### src/rtl/rng_pkg.sv
package rng_pkg;
  localparam int RNG_W    = 3;
  localparam int NRNG     = 1 << RNG_W;
  localparam int NDIG     = 4;
  localparam int BCD_W    = 4 * NDIG;
  localparam int EXP_W    = 4;
  localparam int EXP_BASE = 2;

  // digit k of a BCD word, k = 0 is the units digit
  function automatic logic [3:0] dig(input logic [BCD_W-1:0] r, input int k);
    return r[4*k +: 4];
  endfunction

  // value above 1999: top digit beyond 1, or the overload flag
  function automatic logic is_over(input logic [BCD_W-1:0] r, input logic ovl);
    return ovl || (dig(r, NDIG-1) > 4'd1);
  endfunction

  // value below 0100: the two top digits are zero
  function automatic logic is_under(input logic [BCD_W-1:0] r);
    return (dig(r, NDIG-1) == 4'd0) && (dig(r, NDIG-2) == 4'd0);
  endfunction

  function automatic logic [EXP_W-1:0] exp_of(input logic [RNG_W-1:0] c);
    return EXP_W'(c) + EXP_W'(EXP_BASE);
  endfunction
endpackage

### src/rtl/strobe_settle.sv
module strobe_settle #(
  parameter int DEPTH = 4
) (
  input  logic clk,
  input  logic rst_n,
  input  logic strobe,
  output logic eval_o
);
  logic          strobe_q;
  logic [DEPTH-1:0] sr;
  logic          rise;

  assign rise = strobe & ~strobe_q;

  always_ff @(posedge clk) begin
    if (!rst_n) begin
      strobe_q <= 1'b0;
      sr       <= '0;
    end else begin
      strobe_q <= strobe;
      sr[0]    <= rise;
      for (int i = 1; i < DEPTH; i++) sr[i] <= sr[i-1];
    end
  end

  assign eval_o = sr[DEPTH-1];
endmodule

### src/rtl/range_next.sv
module range_next
  import rng_pkg::*;
(
  input  logic             hold_mode,
  input  logic             leave_hold,
  input  logic             force_top,
  input  logic             press,
  input  logic             eval,
  input  logic             auto_ok,
  input  logic             over,
  input  logic             under,
  input  logic [RNG_W-1:0] code,
  input  logic             rng_flag,
  input  logic             blank,
  output logic [RNG_W-1:0] code_n,
  output logic             rng_flag_n,
  output logic             blank_n
);
  localparam logic [RNG_W-1:0] CODE_MAX = RNG_W'(NRNG - 1);

  always_comb begin
    code_n     = code;
    rng_flag_n = rng_flag;
    blank_n    = blank;
    if (hold_mode) begin
      rng_flag_n = 1'b0;
      if (eval) blank_n = over;
    end else begin
      blank_n = 1'b0;
      if (leave_hold) begin
        code_n     = '0;
        rng_flag_n = 1'b1;
      end else if (force_top) begin
        code_n = '0;
      end else if (press) begin
        code_n = code + RNG_W'(1);
      end else if (eval && auto_ok) begin
        if (over) begin
          code_n     = '0;
          rng_flag_n = 1'b1;
        end else if (under && code != CODE_MAX) begin
          code_n     = code + RNG_W'(1);
          rng_flag_n = 1'b1;
        end else begin
          rng_flag_n = 1'b0;
        end
      end
      if (!auto_ok) rng_flag_n = 1'b0;
    end
  end
endmodule

### src/rtl/range_decode.sv
module range_decode
  import rng_pkg::*;
(
  input  logic [RNG_W-1:0] code,
  output logic [NRNG-1:0]  sel,
  output logic [EXP_W-1:0] exp_d
);
  for (genvar i = 0; i < NRNG; i++) begin : g_sel
    assign sel[i] = (code == RNG_W'(i));
  end
  assign exp_d = exp_of(code);
endmodule

### src/rtl/decade_range_ctrl.sv
module decade_range_ctrl
  import rng_pkg::*;
#(
  parameter int SETTLE_CYC = 4
) (
  input  logic             clk,
  input  logic             rst_n,
  input  logic [15:0]      rd_bcd,
  input  logic             rd_ovl,
  input  logic             rd_strobe,
  input  logic             hold_mode,
  input  logic             down_btn,
  input  logic             rst_rng_btn,
  input  logic             rst_rng_remote,
  input  logic             zero_chk_remote,
  input  logic             rng_hold_remote,
  output logic [2:0]       range_code,
  output logic [7:0]       relay_sel,
  output logic [3:0]       range_exp,
  output logic             ranging,
  output logic             ovl_blank
);
  // named internal events
  logic             evt_eval, evt_press, evt_leave, evt_force;
  logic             auto_ok, rd_over, rd_under;
  logic             down_q, hold_q;
  logic [RNG_W-1:0] code_q, code_n;
  logic             rng_q, rng_n, blank_q, blank_n;

  strobe_settle #(.DEPTH(SETTLE_CYC)) u_settle (
    .clk(clk), .rst_n(rst_n), .strobe(rd_strobe), .eval_o(evt_eval)
  );

  assign evt_press = down_btn & ~down_q;
  assign evt_leave = hold_q & ~hold_mode;
  assign evt_force = rst_rng_btn | rst_rng_remote;
  assign auto_ok   = ~zero_chk_remote & ~rng_hold_remote;
  assign rd_over   = is_over(rd_bcd, rd_ovl);
  assign rd_under  = is_under(rd_bcd);

  range_next u_next (
    .hold_mode(hold_mode), .leave_hold(evt_leave), .force_top(evt_force),
    .press(evt_press), .eval(evt_eval), .auto_ok(auto_ok),
    .over(rd_over), .under(rd_under), .code(code_q), .rng_flag(rng_q),
    .blank(blank_q), .code_n(code_n), .rng_flag_n(rng_n), .blank_n(blank_n)
  );

  always_ff @(posedge clk) begin
    if (!rst_n) begin
      code_q  <= '0;
      rng_q   <= 1'b0;
      blank_q <= 1'b0;
      down_q  <= 1'b0;
      hold_q  <= 1'b0;
    end else begin
      code_q  <= code_n;
      rng_q   <= rng_n;
      blank_q <= blank_n;
      down_q  <= down_btn;
      hold_q  <= hold_mode;
    end
  end

  range_decode u_dec (.code(code_q), .sel(relay_sel), .exp_d(range_exp));

  assign range_code = code_q;
  assign ranging    = rng_q;
  assign ovl_blank  = blank_q;
endmodule

### config.mk
export PLATFORM = sky130hd
export DESIGN_NAME = decade_range_ctrl
export DESIGN_NICKNAME = d
export VERILOG_FILES = /design/src/rtl/rng_pkg.sv /design/src/rtl/strobe_settle.sv /design/src/rtl/range_next.sv /design/src/rtl/range_decode.sv /design/src/rtl/decade_range_ctrl.sv
export SDC_FILE = /design/constraint.sdc
export NUM_CORES = 1
export LEC_CHECK = 0
export ABC_AREA = 1
export BUFFER_PORTS_ARGS = -buffer_cell sky130_fd_sc_hd__buf_2
export CORE_UTILIZATION = 45
export DETAILED_ROUTE_END_ITERATION = 8
export HOLD_SLACK_MARGIN = 0.08
export PLACE_DENSITY_LB_ADDON = 0.05
export RECOVER_POWER = 25
export SYNTH_ARGS = -nofsm -noshare
export SYNTH_HDL_FRONTEND = slang
export SYNTH_SLANG_ARGS = --single-unit
### constraint.sdc
create_clock -name clk -period 2.1 [get_ports clk]
set_input_delay 0.105 -clock clk [delete_from_list [all_inputs] [get_ports clk]]
set_output_delay 0.105 -clock clk [all_outputs]
set_load 0.005 [all_outputs]
==> metrics.yaml <==
p_sw_w: 0.0001186
grtUsageTotal_pct: 15.05
ys_seq_area_share_pct: 33.74
place_inst: 150
drc_errors: 0
drive_above_1_share_pct: 29.29
wire_per_inst_um: 8.174
period_minus_slack_ns: 1.468
status: "finished, final reports clean"
placed_cell_area_um2: 878.3
min_path_cells: 3
cap_violations: 0
ios: 43
synthTopCellsByCount: "24 x inv_1, 22 x nand2_1, 14 x nor2_1"
vias: 678
seqPwrFrac_pct: 53.0
ant_nets: 0
r2r_slack_ns: 0.63
synth_cells: 104
cts-buffers-inserted: 3
skew_ns: 0.002766
clockPowerShare_pct: 28.0
slowest_delay_ns: 0.37
grt_overflow: 0
fin_tns_setup_ns: 0
clock_sink_count: 12
grt_pass1_vias: 583
antenna_found_initial: 0
p_leak_nw: 0.5769
reg2reg_depth: 10
clk-insertion-delay-late_ns: 0.26
relSlewSlack_pct: 73.94
clockBufferDepth: 2
crit_fanout: 6
crit_arrival_ns: 1.62
crit_slowest_cell: "dfxtp_1"
pwr-share-comb_pct: 19.0
vdd_drop_max_mv: 0.3803
fillCellCount: 133
layout.cells.non_filler: 155
tightestPinTransition_ns: 0.3910
hold_path_end: "hold_q$_SDFF_PN0_"
synth_top_area_share_pct: 33.74
ys_seq_elements: 12
num_rows: 13
die_w_um: 41.78
initial_core_util_pct: 51.49
ys.warnings.count: 0
fp.dieH_um: 41.78
postSynthAreaPerCell_um2: 6.846
intPower_w: 0.0003463
synthFlopType: "dfxtp_1"
post-route-period-util_pct: 69.92
dieArea_um2: 1745
synth.area.top_cells: "dfxtp_1 34%, inv_1 13%, ha_1 12%, nand2_1 12%, nor2_1 7.4%"
gp_congestion: 0.7586
initialDrtViolationCount: 1
ys_types: 19
htreeDepth: 1
holdCritStartpoint: "hold_mode"
end_kind: "flop"
hpwl_um: 1057
num_antenna_cells: 0
netSwitchingFraction_pct: 25.52
setup_viol: 0
synth_nets: 137
areaGrowthSynthToFinish_pct: 29.00
finalNetCount: 175
grt_start_max_net_pins: 12
synth_top_cell_by_area: "dfxtp_1"
avgViaCountPerCell: 4.374
hold_path.class: "primary input to flop"
r2r-start: "range_code[1]$_SDFFE_PN0P_"
hold_violations: 0
p_total_w: 0.0004649
yosysMostFrequentCell: "inv_1"
grt_pass1_wl_um: 2166
critical_path_class: "flop to flop"
io_buffers: 34
drtPass1Iterations: 2
synth_area_um2: 711.9
worstReg2RegEnd: "range_code[2]$_SDFFE_PN0P_"
clock-root-buffer: "clkbuf_4"
start_kind: "flop"
rsz0062_at_grt: "false"
slew_viol_final: 0
finalWirelength_um: 1267
tritoncts: "built"
core-area_um2: 1383
clkTransAtPathRegs_ns: 0.07
synth_edf_count: 0
power.density_nw_per_um2: 506.2
stdcell_area_um2: 918.4
max_freq_mhz: 681.1
crit_chain: "ha_1 > ha_1 > nor2_1 > nand3_1 > nand2_2 > nand2_2 > nand2_4 > nand3_1 > nand2_1 > nor2_1"
ys_async_sr_fraction_pct: 0
holdWs_ns: 0.1176
crit_required_ns: 2.25
[flip-flops by register name, summed over array words and instances (netlist names)]
name and count:
down_q 1, hold_q 1, ovl_blank 1, range_code 3, ranging 1, u_settle.sr 4, u_settle.strobe_q 1
[area by class of cell]
class	count	area [µm²]	share of cell area, %
tap	15	18.77	2.044
multi-input combinational	64	355.3	38.69
timing repair buffer	36	187.7	20.44
inverter	25	93.84	10.22
clock buffer	3	22.52	2.452
sequential	12	240.2	26.16
[per-stage QoR]
stage | setup WS [ns] | util (%)
after floorplan | 0.7127 | -
after global placement | 0.6626 | 63.53
after detailed placement | 0.6162 | 63.53
after CTS | 0.6029 | 66.61
after global routing | 0.4715 | 66.43
final | 0.6317 | 66.43
[layout by cell type, fill, tap and decap left out]
cell and count:
buf_2 32, inv_1 24, nand2_1 22, nor2_1 14
dfxtp_1 12, nand3_1 7, ha_1 7, a21oi_1 3
clkbuf_4 3, nor2_2 2, nand2_2 2, o211ai_1 2
dlygate4sd3_1 2, clkbuf_1 2, clkinv_1 1, nor2_4 1
nand2_4 1, o21a_1 1, nand3b_1 1, o21ai_0 1
[cells by family (layout without fill, tap and decap cells)]
group	after synthesis	count (layout)	share of synthesized area, %
AO/OA/AOI/OAI	7	7	5.974
adder cells (fa/ha/maj)	7	7	12.30
buffers and inverters	28	64	16.34
flip-flops	12	12	33.74
AND/OR/NAND/NOR	50	50	31.63
[power by group through the flow]
stage	Combinational, W	Sequential (W)	Clock [W]
after floorplan	0.0000540	0.000249	0
after global placement	0.0000842	0.000251	0
after detailed placement	0.0000872	0.000252	0
after CTS	0.0000904	0.000247	0.000138
after global routing	0.000102	0.000249	0.000144
final	0.0000882	0.000247	0.000130
[per-layer routing]
| metal | share of wire [%] | routed length [µm] | GRT usage (%) | vias to the layer above |
|---|---|---|---|---|
| li1 | - | - | - | 377 |
| met1 | 46 | 588 | 17.87 | 280 |
| met2 | 48 | 606 | 28.44 | 19 |
| met3 | 5.1 | 65 | 1.304 | 2 |
| met4 | 0.47 | 6 | 3.871 | 0 |
| met5 | 0 | 0 | 0 | - |
[critical path, delay by kind of cell, from the launching register on]
kind	cells	cell delay (ns)
simple gates	8	0.57
fa+ha+maj	2	0.42
flops	1	0.37
[how the worst max path moves through the flow]
stage / from / to / slack, ns / cells past startpoint
after CTS: range_code[1]$_SDFFE_PN0P_ / range_code[2]$_SDFFE_PN0P_ / 0.60 / 10
final: range_code[1]$_SDFFE_PN0P_ / range_code[2]$_SDFFE_PN0P_ / 0.63 / 10
after global routing: range_code[1]$_SDFFE_PN0P_ / range_code[1]$_SDFFE_PN0P_ / 0.47 / 9
after detailed placement: range_code[1]$_SDFFE_PN0P_ / range_code[1]$_SDFFE_PN0P_ / 0.62 / 10
after global placement: range_code[0]$_SDFFE_PN0P_ / range_code[0]$_SDFFE_PN0P_ / 0.66 / 10
after floorplan: range_code[0]$_SDFFE_PN0P_ / range_code[2]$_SDFFE_PN0P_ / 0.71 / 10
[timing repair]
item,in CTS,in global routing
buffers inserted,0,0
hold endpoints to repair,2,0
hold buffers,2,0
endpoints found under the setup margin,0,0
resized for setup,0,0
No activity file was read; power rests on OpenSTA's default activity.
